`config.mk`:
```
export PLATFORM = sky130hd
export DESIGN_NAME = cfg_cpl_err_handler
export DESIGN_NICKNAME = d
export VERILOG_FILES = /design/src/rtl/cceh_pkg.sv /design/src/rtl/cceh_retry_timer.sv /design/src/rtl/cceh_classify.sv /design/src/rtl/cceh_err_status.sv /design/src/rtl/cfg_cpl_err_handler.sv
export SDC_FILE = /design/constraint.sdc
export NUM_CORES = 1
export LEC_CHECK = 0
export ABC_AREA = 1
export ABC_CLOCK_PERIOD_IN_PS = 4160
export BUFFER_PORTS_ARGS = -buffer_cell sky130_fd_sc_hd__buf_2
export CAP_MARGIN = 0
export CORE_ASPECT_RATIO = 1.1
export CORE_MARGIN = 8
export CORE_UTILIZATION = 40
export CTS_CLUSTER_DIAMETER = 200
export CTS_CLUSTER_SIZE = 25
export DETAILED_ROUTE_END_ITERATION = 16
export PLACE_DENSITY = 0.74
export SKIP_LAST_GASP = 1
export SYNTH_ARGS = -nofsm -noshare
export SYNTH_HDL_FRONTEND = slang
export SYNTH_SLANG_ARGS = --single-unit
```
`constraint.sdc`:
```
create_clock -name clk -period 4.16 [get_ports clk]
set_clock_uncertainty 0.1 [all_clocks]
set_input_delay 0.416 -clock clk [delete_from_list [all_inputs] [get_ports clk]]
set_output_delay 0.416 -clock clk [all_outputs]
set_load 0.005 [all_outputs]
```
`src/rtl/cceh_pkg.sv`:
```
package cceh_pkg;
    localparam int UNC_W = 32;
    localparam int DET_W = 3;

    localparam int UNC_POISON = 12;
    localparam int UNC_CABORT = 15;
    localparam int UNC_ECRC   = 19;
    localparam int UNC_UNSUPP = 20;

    localparam int DET_CRS_TO = 0;
    localparam int DET_NOCMPL = 1;
    localparam int DET_CABORT = 2;

    localparam logic [UNC_W-1:0] UNC_IMPL =
        (UNC_W'(1) << UNC_POISON) | (UNC_W'(1) << UNC_CABORT) |
        (UNC_W'(1) << UNC_ECRC)   | (UNC_W'(1) << UNC_UNSUPP);

    typedef enum logic [2:0] {
        CPL_SC  = 3'b000,
        CPL_UR  = 3'b001,
        CPL_CRS = 3'b010,
        CPL_CA  = 3'b100
    } cpl_st_e;

    typedef enum logic {
        PH_IDLE = 1'b0,
        PH_WAIT = 1'b1
    } phase_e;

    typedef struct packed {
        logic             done;
        logic             reissue;
        logic             abort;
        logic             ones;
        logic [UNC_W-1:0] unc_set;
        logic [DET_W-1:0] det_set;
    } cpl_act_t;

    function automatic logic [UNC_W-1:0] unc_bit(input int pos);
        return UNC_W'(1) << pos;
    endfunction

    function automatic logic [DET_W-1:0] det_bit(input int pos);
        return DET_W'(1) << pos;
    endfunction
endpackage

```
`src/rtl/cceh_retry_timer.sv`:
```
module cceh_retry_timer #(
    parameter int TW = 16
) (
    input  logic          clk,
    input  logic          rst,
    input  logic          start,
    input  logic          run,
    input  logic [TW-1:0] limit,
    output logic          expired
);
    localparam logic [TW-1:0] CNT_MAX = '1;

    logic [TW-1:0] elapsed_q;

    always_ff @(posedge clk) begin
        if (rst) begin
            elapsed_q <= '0;
        end else if (start) begin
            elapsed_q <= '0;
        end else if (run && elapsed_q != CNT_MAX) begin
            elapsed_q <= elapsed_q + TW'(1);
        end
    end

    assign expired = (limit != '0) && (elapsed_q >= limit);
endmodule

```
`src/rtl/cceh_classify.sv`:
```
module cceh_classify
    import cceh_pkg::*;
(
    input  logic [2:0] status,
    input  logic       poison,
    input  logic       ecrc_err,
    input  logic       expired,
    output cpl_act_t   act
);
    always_comb begin
        act = '0;
        if (poison || ecrc_err) begin
            act.done = 1'b1;
            act.ones = 1'b1;
            if (poison)   act.unc_set = act.unc_set | unc_bit(UNC_POISON);
            if (ecrc_err) act.unc_set = act.unc_set | unc_bit(UNC_ECRC);
        end else begin
            case (cpl_st_e'(status))
                CPL_SC: begin
                    act.done = 1'b1;
                end
                CPL_CRS: begin
                    if (expired) begin
                        act.done    = 1'b1;
                        act.abort   = 1'b1;
                        act.ones    = 1'b1;
                        act.det_set = det_bit(DET_CRS_TO);
                    end else begin
                        act.reissue = 1'b1;
                    end
                end
                CPL_CA: begin
                    act.done    = 1'b1;
                    act.abort   = 1'b1;
                    act.ones    = 1'b1;
                    act.unc_set = unc_bit(UNC_CABORT);
                    act.det_set = det_bit(DET_CABORT) | det_bit(DET_NOCMPL);
                end
                default: begin
                    act.done    = 1'b1;
                    act.abort   = 1'b1;
                    act.ones    = 1'b1;
                    act.unc_set = unc_bit(UNC_UNSUPP);
                    act.det_set = det_bit(DET_NOCMPL);
                end
            endcase
        end
    end
endmodule

```
`src/rtl/cceh_err_status.sv`:
```
module cceh_err_status
    import cceh_pkg::*;
(
    input  logic             clk,
    input  logic             rst,
    input  logic             log_en,
    input  logic [UNC_W-1:0] unc_set,
    input  logic [DET_W-1:0] det_set,
    input  logic             clr_valid,
    input  logic [UNC_W-1:0] clr_unc,
    input  logic [DET_W-1:0] clr_det,
    input  logic [UNC_W-1:0] unc_en,
    input  logic [DET_W-1:0] det_en,
    output logic [UNC_W-1:0] unc_stat,
    output logic [DET_W-1:0] det_stat,
    output logic             irq
);
    logic [UNC_W-1:0] unc_q, unc_keep, unc_new;
    logic [DET_W-1:0] det_q, det_keep, det_new;

    always_comb begin
        unc_keep = clr_valid ? (unc_q & ~clr_unc) : unc_q;
        det_keep = clr_valid ? (det_q & ~clr_det) : det_q;
        unc_new  = log_en ? unc_set : '0;
        det_new  = log_en ? det_set : '0;
    end

    always_ff @(posedge clk) begin
        if (rst) begin
            unc_q <= '0;
            det_q <= '0;
        end else begin
            unc_q <= (unc_keep | unc_new) & UNC_IMPL;
            det_q <= det_keep | det_new;
        end
    end

    assign unc_stat = unc_q;
    assign det_stat = det_q;
    assign irq      = (|(unc_q & unc_en)) || (|(det_q & det_en));
endmodule

```
`src/rtl/cfg_cpl_err_handler.sv`:
```
module cfg_cpl_err_handler
    import cceh_pkg::*;
#(
    parameter int DW = 32,
    parameter int TW = 16
) (
    input  logic             clk,
    input  logic             rst,
    input  logic             req_valid,
    output logic             req_ready,
    output logic             link_req_valid,
    input  logic             cpl_valid,
    input  logic [2:0]       cpl_status,
    input  logic             cpl_poison,
    input  logic             cpl_ecrc_err,
    input  logic [DW-1:0]    cpl_data,
    input  logic [TW-1:0]    retry_limit,
    output logic             rsp_valid,
    output logic [DW-1:0]    rsp_data,
    output logic             rsp_abort,
    input  logic             clr_valid,
    input  logic [UNC_W-1:0] clr_unc,
    input  logic [DET_W-1:0] clr_det,
    input  logic [UNC_W-1:0] unc_en,
    input  logic [DET_W-1:0] det_en,
    output logic [UNC_W-1:0] unc_stat,
    output logic [DET_W-1:0] det_stat,
    output logic             irq
);
    localparam logic [DW-1:0] ALL_ONES = '1;

    phase_e   phase_q;
    logic     link_q, rsp_v_q, rsp_a_q;
    logic [DW-1:0] rsp_d_q;
    logic     accept, cpl_take, expired;
    cpl_act_t act;

    assign accept   = (phase_q == PH_IDLE) && req_valid;
    assign cpl_take = (phase_q == PH_WAIT) && cpl_valid;

    cceh_retry_timer #(.TW(TW)) u_timer (
        .clk     (clk),
        .rst     (rst),
        .start   (accept),
        .run     (phase_q == PH_WAIT),
        .limit   (retry_limit),
        .expired (expired)
    );

    cceh_classify u_class (
        .status   (cpl_status),
        .poison   (cpl_poison),
        .ecrc_err (cpl_ecrc_err),
        .expired  (expired),
        .act      (act)
    );

    cceh_err_status u_status (
        .clk       (clk),
        .rst       (rst),
        .log_en    (cpl_take),
        .unc_set   (act.unc_set),
        .det_set   (act.det_set),
        .clr_valid (clr_valid),
        .clr_unc   (clr_unc),
        .clr_det   (clr_det),
        .unc_en    (unc_en),
        .det_en    (det_en),
        .unc_stat  (unc_stat),
        .det_stat  (det_stat),
        .irq       (irq)
    );

    always_ff @(posedge clk) begin
        if (rst) begin
            phase_q <= PH_IDLE;
            link_q  <= 1'b0;
            rsp_v_q <= 1'b0;
            rsp_a_q <= 1'b0;
            rsp_d_q <= '0;
        end else begin
            link_q  <= 1'b0;
            rsp_v_q <= 1'b0;
            if (accept) begin
                phase_q <= PH_WAIT;
                link_q  <= 1'b1;
            end
            if (cpl_take) begin
                if (act.reissue) begin
                    link_q <= 1'b1;
                end
                if (act.done) begin
                    phase_q <= PH_IDLE;
                    rsp_v_q <= 1'b1;
                    rsp_a_q <= act.abort;
                    rsp_d_q <= act.ones ? ALL_ONES : cpl_data;
                end
            end
        end
    end

    assign req_ready      = (phase_q == PH_IDLE);
    assign link_req_valid = link_q;
    assign rsp_valid      = rsp_v_q;
    assign rsp_data       = rsp_d_q;
    assign rsp_abort      = rsp_a_q;
endmodule

```
# After elaboration in Yosys (flattened, before gate mapping)
# Index checks and enable logic that the tools add are counted.
# classes
addsub,1
magnitude_cmp,1
eq_ne,3
n_mux,27
bitwise,10
reduce_logical,14
# ops
operator,count
$mux W21,2
$pmux W21 S2,1
$mux W33,1
$and A21 B32 Y32,1
$mux W32,1
$reduce_or A32 Y1,1
$and A21 B21 Y21,1
$not A21 Y21,1
$or A21 B21 Y21,1
$mux W20,1
$add A16 B1 Y16 const B,1
$ge A16 B16 Y1,1
$ne A16 B16 Y1 const B,1
$reduce_bool A16 Y1,1
$mux W1,13
$mux W13,1
$mux W3,3
$pmux W3 S3,1
$and A3 B3 Y3,2
$reduce_or A2 Y1,3
$logic_and A1 B1 Y1,4
$mux W2,2
$pmux W2 S2,1
$eq A3 B2 Y1 const B,1
8 further kinds,10
# totals
regBits,59
in_bits,128
out_inout_bits,72
elab_cells,64

# Logic depth before layout (Yosys ltp)
# depth
depth_word,7
depth_mapped,18
ltp_nobuf,17

# Hierarchy
# From an unflattened synthesis, not the netlist that was laid out.
# unflattened
hier_cells,575
hier_area_um2,3868.7
# by_module_without_submodules
mod,n_inst,cells_per_inst,area_per_inst_um2,seq_area_each_um2
cfg_cpl_err_handler,1,230,1674.1,720.7
cceh_retry_timer,1,215,1358.8,320.3
cceh_err_status,1,78,520.5,140.1
cceh_classify,1,52,315.3,0.0

# Least setup slack after synthesis
# No wires, ideal clock.
# synth_path
kind,input to register
start,input port retry_limit[7]
end,"register rsp_d_q[23], in the netlist rsp_data[23]"
setup_ns,0.114
t_arrival_ns,1.719
required_ns,3.946
setup_slack_ns,2.227
path_stages,17
path_buffers,1
cell_sequence,inv_1 -> ha_1 -> nand2_1 -> inv_2 -> nand2_1 -> nand2_1 -> nor2_1 -> nand2_1 -> nand2_1 -> nand2_2 -> nand2_2 -> nand3_4 -> nand2_2 -> inv_4 -> buf_12 -> nand2_2 -> nand2_1
# synth_via
elab_chain_cells,6
elab_cells_between_ends,11
cone_classes,order compare: 1; mux: 7; reduce/logical: 3
# synth_rtl
element,line_no,rtl
start: declaration,cfg_cpl_err_handler.sv:17,"input logic [TW-1:0] retry_limit,"
$ge A16 B16 Y1 / $reduce_bool A16 Y1 (equally long branches),cceh_retry_timer.sv:25,assign expired = (limit != '0) && (elapsed_q >= limit);
$logic_and A1 B1 Y1 *,cceh_retry_timer.sv:25,
$mux W2 / $mux W1 (equally long branches),cceh_classify.sv:23,if (expired) begin
$pmux W2 S2 / $mux W1 (equally long branches),cceh_classify.sv:18,case (cpl_st_e'(status))
$mux W33 / $mux W1 (equally long branches),cceh_classify.sv:12,if (poison || ecrc_err) begin
$mux W32 / $reduce_and A2 Y1 (equally long branches),--,
end signal: assignment,cfg_cpl_err_handler.sv:96,rsp_d_q <= act.ones ? ALL_ONES : cpl_data;
end: declaration,cfg_cpl_err_handler.sv:34,logic [DW-1:0] rsp_d_q;
# Every way passes the cells marked *; elsewhere a longest branch is shown, timed or not.
# A chain may end at the register's enable or synchronous reset.

# Worst setup path after layout
# layout_path
start,register u_timer.elapsed_q[0]
end,"register rsp_d_q[25], in the netlist rsp_data[25]"
# layout_via
elab_chain_cells,6
elab_cells_between_ends,10
cone_classes,order compare: 1; mux: 7; reduce/logical: 2
# layout_rtl
element,line_no,rtl
start: declaration,cceh_retry_timer.sv:13,logic [TW-1:0] elapsed_q;
start signal: assignment,cceh_retry_timer.sv:21,elapsed_q <= elapsed_q + TW'(1);
$ge A16 B16 Y1 *,cceh_retry_timer.sv:25,
$logic_and A1 B1 Y1 *,cceh_retry_timer.sv:25,
$mux W2 / $mux W1 (equally long branches),cceh_classify.sv:23,
$pmux W2 S2 / $mux W1 (equally long branches),cceh_classify.sv:18,
$mux W33 / $mux W1 (equally long branches),cceh_classify.sv:12,
$mux W32 / $reduce_and A2 Y1 (equally long branches),--,
# Marked as above.

==> key figures <==
Timing
  – Setup total negative slack: 0 ns
  – Worst slew margin: 0.165
  – Final critical-path required period: 2.40 ns
  – Hold Vio Cnt, Final: 0
  – RSZ-0062 raised after global routing: false
  – Final Cycle Share: 0.577
  – Final Slew Violations: 0
  – Final setup violation count: 0
  – Slew @ Worst Pin: 1.25 ns
  – Max Fclk: 417 MHz

Drt
  – DR WL/cell: 13.3 um
  – Final WL: 9840 um
  – Vias: 3592
  – Vias per cell: 4.86
  – DRT iter0 DRCs: 210
  – # DRC: 0
  – ANT nets after route: 0
  – Pre-antenna DRT Iters: 4

Synth
  – Post-synth top area cell: dfxtp_1
  – Leading post-synthesis cells by cell area: dfxtp_1 (33%), nand2_1 (14%), inv_1 (7.9%)
  – Yosys warns: 0
  – Asr flop ratio synth: 0
  – Synth Cell Area: 3550 um^2
  – Post-synth EDFFs: 0
  – Synth Register Bits: 59
  – Synth cell types: 34
  – Syn avg cell area: 6.92 um^2
  – Main synth FF type: dfxtp_1
  – Gate Count Post-Synth: 513
  – Synth top area share: 0.333
  – Sequential area share after synthesis: 0.333

Die
  – Die ar.: 12200 um^2
  – Die Ht: 115 um
  – Num rows: 36
  – Die Width: 106 um
  – I/O Pins: 200
  – Initial Util: 0.407
  – Core box area: 8740 um^2

Cells and area
  – Fraction of layout cells with a size suffix above 1: 0.251
  – Layout Nets: 765
  – Commonest non-fill, non-tap cell in the layout: nand2_1
  – Post-route cell area: 4310 um^2
  – Area growth, synth to finish: 21.4%
  – Commonest cells after routing, fill and taps aside: nand2_1 (129), buf_2 (115), inv_1 (75)
  – Number of diodes: 0

Place
  – Port bufs: 115
  – Placer Congestion: 0.877
  – Area post-placement: 4050 um^2
  – Post-DP HPWL: 7490 um

Hold path
  – HP Class: in -> reg

Clock network
  – CTS tree: built
  – Resized Gates After CTS: 0
  – # Post-CTS Setup Buffers: 0
  – Hold_buf cts: 0
  – Clk buf depth: 2
  – Root buf cell: clkbuf_8
  – Num CTS Buffers: 9
  – H-Tree Depth: 3
  – Clk_lat worst skew: 0.34 ns
  – Worst-path clk slew: 0.06 ns
  – Clk sinks: 59

Outcome
  – Status: completed

Pwr
  – Sw Ratio: 0.238
  – Clk pwr share: 0.463
  – Reg power frac: 0.417
  – Net Switching: 346 uW
  – Internal power: 1110 uW
  – VDD IR max: 212 uV
  – Comb power frac: 0.120
  – LEAKAGE: 0.00229 uW
  – P per Cell Area: 337 nW/um^2

Global routing
  – Largest net degree at the start of global routing: 36
  – Overall global routing resource usage: 0.165
  – Initial antenna violation count: 0
  – Grt ovf: 0
  – First-pass GRT wire length: 16500 um
  – Vias in the first global route: 3617

Job
  – Max_cap viols: 0

Worst setup path
  – Kind of critical path: reg -> reg
  – Critical Path AT: 2.59 ns
  – Worst EP required: 4.35 ns
  – Largest stage delay on the critical path: 0.54 ns
  – Critical-path cell list: inv_1 > ha_1 > nand4_1 > nor2_2 > nor2_1 > nand2_1 > nand2_1 > nand2_2 > nand3_2 > nand4_1 > nand2_2 > nand2_1
  – Critical Path Sink Type: flip-flop
  – Critical path peak fanout: 34
  – Crit-path slowest cell: nand3_2
  – Crit start category: flip-flop
  – Crit path top cell by count: nand2_1
  – Crit-path leading delay family: simple AND/OR/NAND/NOR gates
  – Critical path buffer and inverter count: 1
-- state kept, by name (all words and copies together) (netlist names) --
name	count
phase_q	1
rsp_valid	1
rsp_abort	1
rsp_data	32
u_status.det_stat	3
u_status.unc_stat	4
u_timer.elapsed_q	16
link_req_valid	1
-- synthesized netlist by cell type, types with 3 or more instances --
master,instances
a21oi_1,28
a211oi_1,3
buf_6,3
nand2_2,13
ha_1,17
nand4_1,40
xor2_1,4
nor4_1,3
inv_1,75
nor2_1,16
nor3_1,7
buf_2,4
nand2_1,129
nand3_1,45
dfxtp_1,59
o21ai_0,9
clkbuf_1,10
buf_4,31
-- stage by stage --
step | hold slack (ns) | power, uW | std cells | setup slack (ns) | util
2_1_floorplan | 0.338 | 730 | 540 | 2.23 | -
3_3_place_gp | 0.349 | 785 | 723 | 1.67 | 0.464
3_5_place_dp | 0.356 | 791 | 723 | 1.61 | 0.464
4_1_cts | 0.219 | 1470 | 739 | 1.74 | 0.494
5_1_grt | 0.225 | 1530 | 739 | 1.50 | 0.494
6_report | 0.237 | 1450 | 739 | 1.76 | 0.494
-- worst reg2reg max path: stages, from the launching register on --
cell and delay (ns):
dfxtp_1 0.40, inv_1 0.10, ha_1 0.28, nand4_1 0.10
nor2_2 0.10, nor2_1 0.04, nand2_1 0.06, nand2_1 0.06
nand2_2 0.10, nand3_2 0.54, nand4_1 0.32, nand2_2 0.07
nand2_1 0.07
-- power by group through the flow --
stage                     Clock, uW  Combinational, uW  Sequential [uW]
after CTS                       691                174              605
after global placement            0                169              616
after global routing            722                199              608
after detailed placement          0                174              617
after floorplan                   0                112              618
final                           673                174              605
-- layout make-up --
cell class                      count  area (um^2)
Clock buffer                       12          165
Clock inverter                      4         95.1
Fill cell                         912         4430
Inverter                           78          295
Multi-Input combinational cell    354         1840
Sequential cell                    59         1180
Tap cell                          114          143
Timing Repair Buffer              118          598
-- cells by family after synthesis --
family / after synthesis / synth area share
and+or+nand+nor: 261 / 0.350
buffers and inverters: 127 / 0.180
DFF: 59 / 0.333
AOI/OAI and AO/OA: 44 / 0.0669
adders and majority gates: 17 / 0.0599
xor gates and xnor gates: 4 / 0.00986
other: 1 / 0.00106
-- routing by layer --
metal | vias up | global-route usage | part of all wire
li1 | 1819 | - | -
met2 | 116 | 0.276 | 0.47
met4 | 0 | 0.0554 | 0.011
met1 | 1648 | 0.177 | 0.41
met3 | 9 | 0.0852 | 0.10
met5 | - | 0 | 0
-- final timing paths --
kind	start	end	slack (ns)	cells after the start
worst max-delay path	u_timer.elapsed_q[0]$_SDFFE_PP0P_	rsp_data[25]$_SDFFE_PP0P_	1.76	12
worst min-delay path	clr_unc[20]	u_status.unc_stat[20]$_SDFF_PP0_	0.24	4
worst max register to register	u_timer.elapsed_q[0]$_SDFFE_PP0P_	rsp_data[25]$_SDFFE_PP0P_	1.76	12
worst min register to register	rsp_data[11]$_SDFFE_PP0P_	rsp_data[11]$_SDFFE_PP0P_	0.36	2
Note: power is estimated with default switching activity, not from simulation.
